File: src/rtl/dly_ram_pkg.sv
package dly_ram_pkg;
  typedef enum logic [2:0] {
    S_VIDEO = 3'd0,
    S_RD    = 3'd1,
    S_TURN  = 3'd2,
    S_WR    = 3'd3,
    S_DONE  = 3'd4
  } slot_state_e;
endpackage

File: src/rtl/dly_slot_fsm.sv
module dly_slot_fsm
  import dly_ram_pkg::*;
(
  input  logic clk_i,
  input  logic rst_ni,
  input  logic slot_req_ni,
  output logic video_sel_o,
  output logic oe_o,
  output logic wdata_en_o,
  output logic we_o,
  output logic rd_cap_o,
  output logic wr_load_o,
  output logic ptr_inc_o
);
  slot_state_e state_q, state_d;

  always_comb begin
    state_d = state_q;
    unique case (state_q)
      S_VIDEO: if (!slot_req_ni) state_d = S_RD;
      S_RD:    state_d = S_TURN;
      S_TURN:  state_d = S_WR;
      S_WR:    state_d = S_DONE;
      S_DONE:  if (slot_req_ni) state_d = S_VIDEO;
      default: state_d = S_VIDEO;
    endcase
  end

  always_ff @(posedge clk_i or negedge rst_ni)
    if (!rst_ni) state_q <= S_VIDEO;
    else         state_q <= state_d;

  assign video_sel_o = (state_q == S_VIDEO) && slot_req_ni;
  assign oe_o        = (state_q == S_VIDEO) || (state_q == S_RD);
  assign wdata_en_o  = (state_q == S_WR) || (state_q == S_DONE);
  assign we_o        = (state_q == S_DONE);
  assign rd_cap_o    = (state_q == S_RD);
  assign wr_load_o   = (state_q == S_TURN);
  assign ptr_inc_o   = (state_q == S_DONE) && slot_req_ni;


  oe_fall_quiet_chk: assert property (@(posedge clk_i) disable iff (!rst_ni)
    $fell(oe_o) |-> !wdata_en_o && !we_o);


  drive_after_gap_chk: assert property (@(posedge clk_i) disable iff (!rst_ni)
    $rose(wdata_en_o) |-> !$past(oe_o) && !$past(wdata_en_o));


  slot_runs_out_chk: assert property (@(posedge clk_i) disable iff (!rst_ni)
    rd_cap_o |=> wr_load_o);
endmodule

File: src/rtl/dly_ptr_ctr.sv
module dly_ptr_ctr #(
  parameter int unsigned DEPTH = 1800,
  localparam int unsigned AW = $clog2(DEPTH)
) (
  input  logic          clk_i,
  input  logic          rst_ni,
  input  logic          inc_i,
  output logic [AW-1:0] ptr_o
);
  localparam logic [AW-1:0] LAST = AW'(DEPTH - 1);

  logic [AW-1:0] ptr_q;

  always_ff @(posedge clk_i or negedge rst_ni)
    if (!rst_ni)               ptr_q <= '0;
    else if (inc_i)
      if (ptr_q == LAST)       ptr_q <= '0;
      else                     ptr_q <= ptr_q + 1'b1;

  assign ptr_o = ptr_q;


  ptr_wrap_chk: assert property (@(posedge clk_i) disable iff (!rst_ni)
    (inc_i && ptr_q == LAST) |=> ptr_q == '0);


  ptr_step_chk: assert property (@(posedge clk_i) disable iff (!rst_ni)
    (inc_i && ptr_q != LAST) |=> ptr_q == $past(ptr_q) + 1'b1);


  ptr_hold_chk: assert property (@(posedge clk_i) disable iff (!rst_ni)
    !inc_i |=> $stable(ptr_q));


  ptr_range_chk: assert property (@(posedge clk_i) disable iff (!rst_ni)
    ptr_q <= LAST);
endmodule

File: src/rtl/dly_data_path.sv
module dly_data_path #(
  parameter int unsigned DW = 8
) (
  input  logic          clk_i,
  input  logic          rst_ni,
  input  logic          rd_cap_i,
  input  logic          wr_load_i,
  input  logic          wdata_en_i,
  input  logic [DW-1:0] ram_rdata_i,
  input  logic [DW-1:0] adc_data_i,
  output logic [DW-1:0] dly_data_o,
  output logic          dly_valid_o,
  output logic [DW-1:0] wdata_o
);
  logic [DW-1:0] dly_q, wdata_q;
  logic          valid_q;

  always_ff @(posedge clk_i or negedge rst_ni)
    if (!rst_ni) begin
      dly_q   <= '0;
      valid_q <= 1'b0;
      wdata_q <= '0;
    end else begin
      valid_q <= rd_cap_i;
      if (rd_cap_i)  dly_q   <= ram_rdata_i;
      if (wr_load_i) wdata_q <= adc_data_i;
    end

  assign dly_data_o  = dly_q;
  assign dly_valid_o = valid_q;
  assign wdata_o     = wdata_en_i ? wdata_q : '0;


  dly_pulse_chk: assert property (@(posedge clk_i) disable iff (!rst_ni)
    valid_q |=> !valid_q);


  dly_capture_chk: assert property (@(posedge clk_i) disable iff (!rst_ni)
    rd_cap_i |=> valid_q && dly_q == $past(ram_rdata_i));
endmodule

File: src/rtl/dly_ram_ctrl.sv
module dly_ram_ctrl #(
  parameter int unsigned DEPTH = 1800,
  parameter int unsigned DW    = 8,
  localparam int unsigned AW   = $clog2(DEPTH)
) (
  input  logic          clk_i,
  input  logic          rst_ni,
  input  logic          slot_req_ni,
  input  logic [AW-1:0] video_addr_i,
  input  logic [DW-1:0] adc_data_i,
  input  logic [DW-1:0] ram_rdata_i,
  output logic [AW-1:0] ram_addr_o,
  output logic          ram_oe_o,
  output logic          ram_we_o,
  output logic [DW-1:0] ram_wdata_o,
  output logic          ram_wdata_en_o,
  output logic [DW-1:0] dly_data_o,
  output logic          dly_valid_o,
  output logic          video_valid_o
);
  logic          video_sel, rd_cap, wr_load, ptr_inc;
  logic [AW-1:0] ptr;

  dly_slot_fsm i_fsm (
    .clk_i       (clk_i),
    .rst_ni      (rst_ni),
    .slot_req_ni (slot_req_ni),
    .video_sel_o (video_sel),
    .oe_o        (ram_oe_o),
    .wdata_en_o  (ram_wdata_en_o),
    .we_o        (ram_we_o),
    .rd_cap_o    (rd_cap),
    .wr_load_o   (wr_load),
    .ptr_inc_o   (ptr_inc)
  );

  dly_ptr_ctr #(.DEPTH(DEPTH)) i_ptr (
    .clk_i  (clk_i),
    .rst_ni (rst_ni),
    .inc_i  (ptr_inc),
    .ptr_o  (ptr)
  );

  dly_data_path #(.DW(DW)) i_dp (
    .clk_i       (clk_i),
    .rst_ni      (rst_ni),
    .rd_cap_i    (rd_cap),
    .wr_load_i   (wr_load),
    .wdata_en_i  (ram_wdata_en_o),
    .ram_rdata_i (ram_rdata_i),
    .adc_data_i  (adc_data_i),
    .dly_data_o  (dly_data_o),
    .dly_valid_o (dly_valid_o),
    .wdata_o     (ram_wdata_o)
  );

  assign ram_addr_o    = video_sel ? video_addr_i : ptr;
  assign video_valid_o = video_sel;


  we_data_stable_chk: assert property (@(posedge clk_i) disable iff (!rst_ni)
    $rose(ram_we_o) |-> $past(ram_wdata_en_o) && $stable(ram_wdata_o));


  slot_addr_hold_chk: assert property (@(posedge clk_i) disable iff (!rst_ni)
    (!video_valid_o && $past(!video_valid_o) && !$past(ptr_inc)) |-> $stable(ram_addr_o));


  we_needs_driver_chk: assert property (@(posedge clk_i) disable iff (!rst_ni)
    ram_we_o |-> ram_wdata_en_o && !ram_oe_o);
endmodule

File: config.mk
export PLATFORM = sky130hd
export DESIGN_NAME = dly_ram_ctrl
export DESIGN_NICKNAME = d
export VERILOG_FILES = /design/src/rtl/dly_ram_pkg.sv /design/src/rtl/dly_slot_fsm.sv /design/src/rtl/dly_ptr_ctr.sv /design/src/rtl/dly_data_path.sv /design/src/rtl/dly_ram_ctrl.sv
export SDC_FILE = /design/constraint.sdc
export NUM_CORES = 1
export LEC_CHECK = 0
export BUFFER_PORTS_ARGS = -buffer_cell sky130_fd_sc_hd__buf_4
export CAP_MARGIN = 25
export CORE_AREA = 2 2 65 67
export CTS_CLUSTER_SIZE = 8
export DETAILED_ROUTE_END_ITERATION = 16
export DIE_AREA = 0 0 67 69
export HOLD_SLACK_MARGIN = 0.05
export PLACE_DENSITY = 0.74
export SLEW_MARGIN = 40
export SYNTH_ARGS = -nofsm -noshare
export SYNTH_HDL_FRONTEND = slang
export SYNTH_SLANG_ARGS = --single-unit
File: constraint.sdc
create_clock -name clk_i -period 2.4 [get_ports clk_i]
set_clock_uncertainty 0.05 [all_clocks]
set_input_delay 0.48 -clock clk_i [delete_from_list [all_inputs] [get_ports clk_i]]
set_output_delay 0.48 -clock clk_i [all_outputs]
set_load 0.02 [all_outputs]
Word-level counts from Yosys, hierarchy flattened. Cells that the tools add are included.

Equal/unequal tests: 7. Muxes and demuxes: 6. Multipliers: 0. Divide/modulo/power cells: 0. Shift operators: 0. Reductions and logical operators: 6. Bitwise operators: 0. $add $sub $neg: 1. $lt $le $gt $ge: 0.

Operators with widths (count): 2-to-1 mux 11 bit (2); case mux 3 bit (5 select lines) (1); adder 11 x 1 -> 11 bit, second input constant (1); == test 11 bit, second input constant (1); 2-to-1 mux 8 bit (1); == test 3 x 2 -> 1 bit, second input constant (2); 2-to-1 mux 3 bit (2); != test 2 bit, second input constant (2); == test 3 x 1 -> 1 bit, second input constant (1); == test 3 bit, second input constant (1); zero test 3 bit (1); logical AND 1 bit (2); logical OR 1 bit (2); AND reduction 2 bit (1).

Logic and storage cells: 25. Register bits: 31. RAM bits: 0. Bits in latches: 0. Bits of input ports: 30. Memories: 0. Bits in read-only memories: 0.

Logic depth before layout (Yosys ltp). Gate-level depths: netlist of run 1.

Depth after elaboration: 3. Gate-level depth with buffers: 7.

Hierarchy. Synthesis of run 1 repeated with hierarchy kept, for this count alone.

Cells, all modules: 123. Area, all modules: 1616.6 um^2.

Modules (own cells, without submodules): dly_data_path (sequential area each 425.4 um^2, area each 738.2 um^2, cells an instance 43, times used 1); dly_ptr_ctr (sequential area each 275.3 um^2, area each 545.5 um^2, cells an instance 51, times used 1); dly_ram_ctrl (sequential area each 0.0 um^2, area each 172.7 um^2, cells an instance 12, times used 1); dly_slot_fsm (sequential area each 75.1 um^2, area each 160.2 um^2, cells an instance 17, times used 1).

Worst setup path before layout of run 1. OpenSTA, ideal clock, no wires.

Kind: reg-to-output. From: register i_fsm.state_q[1]. To: output ram_addr_o[2]. Arrival: 1636 ps. Cell stages (with the launch flop): 5. Setup slack: 234 ps. Path buffers: 2. Path through: dfrtp_1 clkbuf_2 nor4b_2 buf_2 mux2_2.

Longest elaborated chain between the ends: 3.

Ends and longest elaborated chain: from (decl) (line dly_slot_fsm.sv:15) `slot_state_e state_q, state_d;`; from (signal assigned) (line dly_slot_fsm.sv:31) `else state_q <= state_d;`; zero test 3 bit (line dly_slot_fsm.sv:33) `assign video_sel_o = (state_q == S_VIDEO) && slot_req_ni;`; logical AND 1 bit (line dly_slot_fsm.sv:33); named net video_valid_o (line dly_ram_ctrl.sv:19) `output logic video_valid_o`; 2-to-1 mux 11 bit (line dly_ram_ctrl.sv:57) `assign ram_addr_o = video_sel ? video_addr_i : ptr;`; to (decl) (line dly_ram_ctrl.sv:12) `output logic [AW-1:0] ram_addr_o,`.

The timed path passes the listed nets, and every way through them passes these cells.

Worst setup path in the final report of run 1.
From: register i_fsm.state_q[0]. To: output ram_addr_o[3].

Longest elaborated chain between the ends: 3.

Ends and longest elaborated chain (line): zero test 3 bit (dly_slot_fsm.sv:33); logical AND 1 bit (dly_slot_fsm.sv:33); 2-to-1 mux 11 bit (dly_ram_ctrl.sv:57).

Every way passes these cells.

==> results.yml, run 1 <==
setup_path:
  cp-end-kind: "output pin"
  crit_slowest_cell: "dfrtp_2"
  critical_path.startpoint_type: "register"
  crit_top_cell: "buf_4"
  path_class: "register to output pin"
  cp_max_fo: 6
  critical_path_required_ns: 1.87
  arrival_ns: 1.82
  max_stage_delay_ns: 0.46
  path_cells: "nor4b_4, buf_4, mux2_2, buf_4"
die:
  dieArea_um2: 4620
  pin_count: 62
  core.rowCount: 23
  fp.coreArea_um2: 3910
  die_h_um: 69
  die_width_um: 67
  initial_core_util_pct: 38.6
sta:
  hold_violations: 0
  tightest_slew_ns: 0.622
  final_max_slew_viol_count: 0
  timing.slew.headroom_pct: 58.3
  hold-worst-slack_ns: 0.0729
  min_period_ns: 2.35
  period_share_pct: 97.8
  setup_viol: 0
  fmaxAchievable_ghz: 0.426
drt:
  drt-initial-drc-count: 40
  via_count: 1216
  drt-total-wl_um: 3340
  ant_nets: 0
  wl_per_cell_um: 13.5
  drc: 0
  routed_via_density: 4.90
  drtPass1Iterations: 4
global_route:
  grt_pass1_vias: 1114
  grt_max_degree: 32
  gr-usage-all-layers_pct: 14.5
  grt_pass1_wl_um: 5010
  antenna_found_initial: 0
  overflow: 0
clock_tree:
  clockRootBuffer: "clkbuf_8"
  htreeDepth: 2
  insertion_delay_ns: 0.28
  numClockSinks: 31
  clkTransAtPathRegs_ns: 0.06
  cts_tree: "done"
  hold_buffers: 0
  clockBufferDepth: 2
  cts_buffers: 5
yosys:
  avgSynthCellArea_um2: 11.7
  netlist_area_um2: 1510
  synthCells: 129
  ys_seq_elements: 31
  synth_fp_nets: 160
  yosysWarnings: 0
  ys_seq_area_share_pct: 51.4
  ys_types: 24
power_and_ir_drop:
  power.leakage_uw: 0.00104
  ir_drop_v: 0.000416
  powerDensity_nw_per_um2: 1250
  p_total_uw: 2720
status:
  status: "finished clean"
finish:
  fin_nets: 228
  area_growth_pct: 44.3
  drive_above_1_share_pct: 54.5
  num_antenna_cells: 0
placed_design:
  place.gp.congestion: 0.880
  hpwl_um: 2430
  io_buffers: 61
flow_run:
  drv_cap: 0
worst_hold_path:
  min_path_type: "input pin to asynchronous set/reset pin"
[sequential cells by signal, indices dropped and copies added, names as in the netlist]
signal / cells
i_fsm.state_q: 3
i_dp.wdata_q: 8
i_dp.dly_data_o: 8
i_dp.dly_valid_o: 1
i_ptr.ptr_o: 11
[per-stage QoR]
step           area [um^2]  instances  util [%]   TNS (ns)  worst slack (ns)
2_1_floorplan         1510        129         -          0             0.234
3_3_place_gp          2020        236      51.5          0             0.347
3_5_place_dp          2020        236      51.5          0             0.339
4_1_cts               2130        244      54.5          0            0.0383
5_1_grt               2180        248      55.7  -0.000887         -0.000887
6_report              2180        248      55.7          0            0.0538
[synth_stat cells]
master      n  area, um^2
ha_1        1        12.5
nor3_1      2        10.0
nor3_2      1        10.0
nand2_1    11        41.3
nand4bb_1   1        11.3
buf_2       5        25.0
and2_1     10        62.6
a211oi_1    1        7.51
or4b_1      1        10.0
nor2_1      8        30.0
nand4_1     2        12.5
nand3_1     4        20.0
dfrtp_1    31         776
nor2_4      1        11.3
clkbuf_2    1        5.00
nor4b_2     1        15.0
xnor2_1     8        70.1
nand3b_1    1        7.51
inv_1       3        11.3
o21ai_0     3        15.0
nor4_1      4        25.0
xor2_1      2        17.5
mux2_2     26         293
or4_4       1        11.3
[what timing repair did]
item	in CTS	in global routing
endpoints found under the setup margin	0	10
resized for setup	0	9
buffers inserted	0	3
[power breakdown]
part	leakage [uW]	switching (uW)	internal (uW)
Sequential	0.000381	154	727
Clock	0.0000612	190	336
Combinational	0.000601	637	680
[cell usage in the layout, fill, tap and decap left out]
cell / instances
nand3b_1: 1
mux2_2: 26
dfrtp_1: 28
nor3_2: 1
inv_1: 3
buf_4: 66
nor3_1: 2
or4b_1: 1
nand3_1: 4
xor2_1: 2
nand4_1: 2
nor4b_4: 1
xnor2_1: 8
or4_4: 1
bufinv_16: 1
ha_1: 1
nor4_1: 4
o21ai_0: 3
nand4bb_1: 1
nand2_1: 11
nor2_4: 1
nor2_1: 8
dfrtp_2: 3
a211oi_1: 1
clkinv_2: 1
and2_1: 10
clkbuf_8: 6
buf_6: 1
[path summary, 6_finish.rpt]
kind	from	endpoint	slack [ns]	cells after the start
min in group clk_i	slot_req_ni	i_fsm.state_q[0]$_DFFE_PN0P_	0.36	2
max in group asynchronous	rst_ni	i_fsm.state_q[0]$_DFFE_PN0P_	1.92	1
max	i_fsm.state_q[0]$_DFFE_PN0P_	ram_addr_o[3]	0.05	4
min	rst_ni	i_dp.wdata_q[2]$_DFFE_PN0P_	0.07	1
min reg2reg	i_dp.wdata_q[7]$_DFFE_PN0P_	i_dp.wdata_q[7]$_DFFE_PN0P_	0.45	1
max reg2reg	i_ptr.ptr_o[3]$_DFFE_PN0P_	i_ptr.ptr_o[9]$_DFFE_PN0P_	0.51	4
[area by class of cell]
| type | instances | area [um^2] |
|---|---|---|
| flip-flops and latches | 31 | 779 |
| multi-input cells | 89 | 702 |
| inverters | 3 | 11.3 |
| repair buffers | 67 | 507 |
| clock inverters | 2 | 35.0 |
| fillers | 369 | 1730 |
| well taps | 50 | 62.6 |
| clock buffers | 6 | 82.6 |
[critical path: cells and delay by family, from the launching register on]
kind | cells | cell delay, ns
buffers and inverters | 2 | 0.37
flip-flops | 1 | 0.46
multiplexers | 1 | 0.33
AND/OR/NAND/NOR | 1 | 0.37
[cells by family after synthesis]
| kind of cell | count (synthesis) | share of synthesized area, % |
|---|---|---|
| and+or+nand+nor | 48 | 18.4 |
| DFF | 31 | 51.4 |
| muxes | 26 | 19.4 |
| xor gates and xnor gates | 10 | 5.80 |
| buffers and inverters | 9 | 2.73 |
| AOI/OAI and AO/OA | 4 | 1.49 |
| adders and majority gates | 1 | 0.828 |
[layer usage]
layer | vias up | part of all wire, % | GRT usage, %
li1 | 582 | - | -
met4 | 0 | 0 | 3.40
met1 | 580 | 42 | 17.3
met5 | - | 0 | 0
met3 | 0 | 9.0 | 6.36
met2 | 54 | 49 | 23.7
No activity file was read; power rests on OpenSTA's default activity.
==> run 2, diff against run 1 <==
- RECOVER_POWER: unset -> 50
==> run 2 against run 1 <==
Compared with the run above: the flow now finishes with violations (max-capacitance violations, max-slew violations); largest cell class unchanged; die area is the same; largest power group unchanged; sequential power hardly changed; cell count did not move; hold slack improved by 0.29 ns; register-to-register slack is essentially flat; critical path depth is the same; fmax hardly changed; via count fell by 0.16%; clock-buffer cell count did not move.
==> results.yml, run 2 (synthesized netlist as in run 1, its figures left out) <==
status:
  status: "finished with violations"
  violations: "max-capacitance violations, max-slew violations"
sta:
  hold-worst-slack_ns: 0.365
  setup_tns_ns: 0
  timing.slew.headroom_pct: -9.42
  tightest_slew_ns: 1.64
  hold_violations: 0
  fmaxAchievable_ghz: 0.426
  min_period_ns: 2.35
  period_share_pct: 97.7
  setup_viol: 0
  final_max_slew_viol_count: 32
  setup_ws_ns: 0.0548
clock_tree:
  cts_buffers: 5
  numClockSinks: 31
  insertion_delay_ns: 0.28
  cts_tree: "done"
  clkTransAtPathRegs_ns: 0.06
  htreeDepth: 2
  hold_buffers: 0
  clockBufferDepth: 2
  clockRootBuffer: "clkbuf_8"
setup_path:
  crit_slowest_cell: "dfrtp_2"
  max_stage_delay_ns: 0.46
  cp_max_fo: 6
  critical_path.startpoint_type: "register"
  path_cells: "nor4b_4, buf_4, mux2_2, buf_4"
  cp-end-kind: "output pin"
  reg2reg_depth: 4
  path_class: "register to output pin"
  crit_top_cell: "buf_4"
  critical_path_required_ns: 1.87
  arrival_ns: 1.82
flow_run:
  drv_cap: 1
global_route:
  grt_pass1_wl_um: 5010
  grt_max_degree: 32
  grt_pass1_vias: 1114
  overflow: 0
  antenna_found_initial: 0
  gr-usage-all-layers_pct: 14.5
die:
  core.rowCount: 23
  pin_count: 62
  die_width_um: 67
  dieArea_um2: 4620
  initial_core_util_pct: 38.6
  fp.coreArea_um2: 3910
  die_h_um: 69
worst_hold_path:
  whs_path_depth: 2
  min_path_type: "input pin to register"
drt:
  routed_via_density: 4.90
  drc: 0
  via_count: 1214
  wl_per_cell_um: 13.5
  drt-initial-drc-count: 40
  drt-total-wl_um: 3340
  drtPass1Iterations: 4
  ant_nets: 0
placed_design:
  pre_cts_ws_ns: 0.339
  place.gp.congestion: 0.880
  io_buffers: 61
  hpwl_um: 2430
  placedCellCount: 236
power_and_ir_drop:
  p_switching_uw: 980
  ir_drop_v: 0.000416
  power.leakage_uw: 0.00100
  powerDensity_nw_per_um2: 1240
  p_clk_share_pct: 19.8
  p_sw_share_pct: 36.9
  intPower_uw: 1680
  sequentialPowerShare_pct: 33.1
  comb_power_share_pct: 47.1
finish:
  final_common_cell: "buf_4"
  largest_reg_flops: 11
  num_antenna_cells: 0
  fin_cells: 248
  area_growth_pct: 41.8
  fin_nets: 228
  drive_above_1_share_pct: 49.5
  final_cell_mix: "buf_4 (56), dfrtp_1 (28), mux2_2 (26)"
## run 2: cell count changes in the layout (fill, tap and decap cells not counted), sizes merged
| cell | delta |
|---|---|
| clkbuf | +10 |
| buf | -10 |
## run 2: area by class of cell
class | instances | area (um^2)
inverters | 3 | 11.3
clock inverters | 2 | 35.0
repair buffers | 67 | 469
well taps | 50 | 62.6
flip-flops and latches | 31 | 779
multi-input cells | 89 | 702
clock buffers | 6 | 82.6
fillers | 381 | 1770
## run 2: power by group through the flow
| stage | logic (uW) | registers, uW | clock network, uW |
|---|---|---|---|
| final | 1250 | 879 | 525 |
| after global routing | 1330 | 905 | 575 |
| after CTS | 1270 | 875 | 539 |
| after detailed placement | 1270 | 885 | 0 |
| after global placement | 1250 | 873 | 0 |
| after floorplan | 766 | 907 | 0 |
## run 2: worst max-delay path, delay by kind of cell (launching register included)
| family | cells | cell delay, ns |
|---|---|---|
| buf+inv | 2 | 0.37 |
| flops | 1 | 0.46 |
| mux | 1 | 0.33 |
| simple gates | 1 | 0.37 |
## run 2: metrics by stage
stage	cell area (um^2)	util (%)	total power (uW)
floorplan	1510	-	1670
global placement	2020	51.5	2130
detailed placement	2020	51.5	2150
CTS	2130	54.5	2690
global route	2140	54.7	2810
finish	2140	54.7	2660
## run 2: path summary, 6_finish.rpt
check / start / to / slack, ns
worst max-delay path: i_fsm.state_q[0]$_DFFE_PN0P_ / ram_addr_o[3] / 0.05
worst min-delay path: slot_req_ni / i_fsm.state_q[0]$_DFFE_PN0P_ / 0.36
worst max register to register: i_ptr.ptr_o[3]$_DFFE_PN0P_ / i_ptr.ptr_o[9]$_DFFE_PN0P_ / 0.51
worst min register to register: i_dp.wdata_q[2]$_DFFE_PN0P_ / i_dp.wdata_q[2]$_DFFE_PN0P_ / 0.45
max in group asynchronous: rst_ni / i_fsm.state_q[0]$_DFFE_PN0P_ / 0.67
min in group asynchronous: rst_ni / i_dp.wdata_q[2]$_DFFE_PN0P_ / 0.56
## run 2: repair_timing
item / in CTS / in global routing
buffers inserted: 0 / 3
setup endpoints to repair: 0 / 10
hold endpoints to repair: 0 / 0
gates resized for setup: 0 / 9
## run 2: per-layer routing
metal	GRT usage [%]	part of all wire, %
met5	0	0
met1	17.3	42
met4	3.40	0
met3	6.36	9.1
met2	23.7	49
==> run 3, diff against run 2 <==
- CORE_AREA: 2 2 65 67 -> 2 2 68 64
- DIE_AREA: 0 0 67 69 -> 0 0 70 66
- PLACE_DENSITY: 0.74 -> 0.75
==> run 3 against run 2 <==
Compared with the run above: sequential share of layout area rose by 0.79 points; worst setup slack better by 0.030 ns; via count fell by 2.5%; hold slack improved by 0.0025 ns; highest routed layer unchanged; non-clock buffer count is 1 lower; die area hardly changed; critical path depth stayed put; combinational power is essentially flat; the run still ends with max-capacitance violations, max-slew violations left.
==> results.yml, run 3 (synthesized netlist as in run 1, its figures left out) <==
placed_design:
  place.gp.congestion: 0.868
  hpwl_um: 2290
  io_buffers: 61
worst_hold_path:
  min_path_type: "input pin to register"
  min_from: "slot_req_ni"
  whs_path_depth: 2
  min_to: "i_fsm.state_q[0]$_DFFE_PN0P_"
clock_tree:
  hold_buffers: 0
  clockBufferDepth: 2
  numClockSinks: 31
  insertion_delay_ns: 0.27
  htreeDepth: 2
  cts_tree: "done"
  clockRootBuffer: "clkbuf_8"
  cts_buffers: 5
  clkTransAtPathRegs_ns: 0.06
power_and_ir_drop:
  p_clk_share_pct: 16.0
  power.leakage_uw: 0.000981
  p_total_uw: 2500
  powerDensity_nw_per_um2: 1200
  ir_drop_v: 0.000505
  p_switching_uw: 956
  sequentialPowerShare_pct: 34.8
  comb_power_share_pct: 49.3
  p_sw_share_pct: 38.2
  intPower_uw: 1550
finish:
  largest_reg_flops: 11
  final_cell_mix: "buf_4 (53), dfrtp_1 (29), mux2_2 (26)"
  area_growth_pct: 38.6
  num_antenna_cells: 0
  fin_nets: 227
  drive_above_1_share_pct: 47.4
  final_common_cell: "buf_4"
die:
  core.rowCount: 22
  die_width_um: 70
  pin_count: 62
  die_h_um: 66
  initial_core_util_pct: 38.6
  fp.coreArea_um2: 3910
  dieArea_um2: 4620
setup_path:
  critical_path_required_ns: 1.87
  reg2reg_to: "i_ptr.ptr_o[10]$_DFFE_PN0P_"
  path_cells: "nor4b_4, buf_4, mux2_2, buf_4"
  reg2reg_depth: 6
  crit_slowest_cell: "dfrtp_1"
  max_stage_delay_ns: 0.48
  path_class: "register to output pin"
  cp_max_fo: 8
  critical_path.startpoint_type: "register"
  reg2reg_from: "i_fsm.state_q[0]$_DFFE_PN0P_"
  reg2reg_slack_ns: 0.54
  crit_family: "flip-flops"
  arrival_ns: 1.79
  crit_top_cell: "buf_4"
  cp-end-kind: "output pin"
  cp_num_buf_inv: 2
sta:
  setup_tns_ns: 0
  final_max_slew_viol_count: 32
  tightest_slew_ns: 1.59
  rsz0062_at_grt: "false"
  setup_viol: 0
  period_share_pct: 96.5
  hold_violations: 0
  timing.slew.headroom_pct: -6.15
  fmaxAchievable_ghz: 0.432
  min_period_ns: 2.32
global_route:
  antenna_found_initial: 0
  grt_max_degree: 32
  gr-usage-all-layers_pct: 14.0
  grt_pass1_vias: 1083
  overflow: 0
  grt_pass1_wl_um: 5020
drt:
  via_count: 1184
  drt-initial-drc-count: 24
  drt-total-wl_um: 3130
  routed_via_density: 4.85
  met3_wirelength_um: 254
  met1_length_um: 1450
  drc: 0
  wl_per_cell_um: 12.8
  top_layer: "met3"
  wl_met2_um: 1420
  drtPass1Iterations: 4
  ant_nets: 0
flow_run:
  drv_cap: 1
status:
  status: "finished with violations"
  violations: "max-capacitance violations, max-slew violations"
-- run 3: final cells by class --
| class | instances | area, um^2 |
|---|---|---|
| repair buffers | 66 | 454 |
| inverters | 3 | 11.3 |
| fillers | 375 | 1820 |
| clock buffers | 6 | 82.6 |
| well taps | 48 | 60.1 |
| multi-input cells | 89 | 702 |
| clock inverters | 1 | 5.00 |
| flip-flops and latches | 31 | 778 |
-- run 3: worst max-delay path by stage --
stage                                       from             to  cells past startpoint
floorplan           i_fsm.state_q[1]$_DFFE_PN0P_  ram_addr_o[2]                      4
global placement                     slot_req_ni  ram_addr_o[5]                      5
finish              i_fsm.state_q[2]$_DFFE_PN0P_  ram_addr_o[3]                      4
global route        i_fsm.state_q[2]$_DFFE_PN0P_  ram_addr_o[2]                      4
CTS                 i_fsm.state_q[1]$_DFFE_PN0P_  ram_addr_o[1]                      4
detailed placement                   slot_req_ni  ram_addr_o[1]                      5
-- run 3: layer usage --
layer  track usage (%)  vias to the layer above
li1                  -                      578
met1              18.7                      553
met2              20.6                       53
met3              6.10                        0
met4              4.57                        0
met5                 0                        -
-- run 3: power groups by stage --
| stage | logic, uW | registers (uW) | clock network [uW] |
|---|---|---|---|
| 6_report | 1230 | 871 | 400 |
| 5_1_grt | 1330 | 902 | 441 |
| 4_1_cts | 1260 | 869 | 417 |
| 3_5_place_dp | 1260 | 878 | 0 |
| 3_3_place_gp | 1250 | 871 | 0 |
| 2_1_floorplan | 766 | 907 | 0 |
-- run 3: through the flow --
stage               std cells  hold WS [ns]  instance area (um^2)  worst slack, ns  utilization (%)
finish                    244         0.367                  2090           0.0844             53.6
global route              244         0.366                  2090         0.000688             53.6
CTS                       241        0.0831                  2100           0.0866             53.7
detailed placement        234         0.382                  2010            0.371             51.5
global placement          234         0.382                  2010            0.378             51.5
floorplan                 129         0.134                  1510            0.234                -
-- run 3: what timing repair did --
item	in CTS	in global routing
buffers inserted	0	2
resized for setup	0	6
setup endpoints to repair	0	10
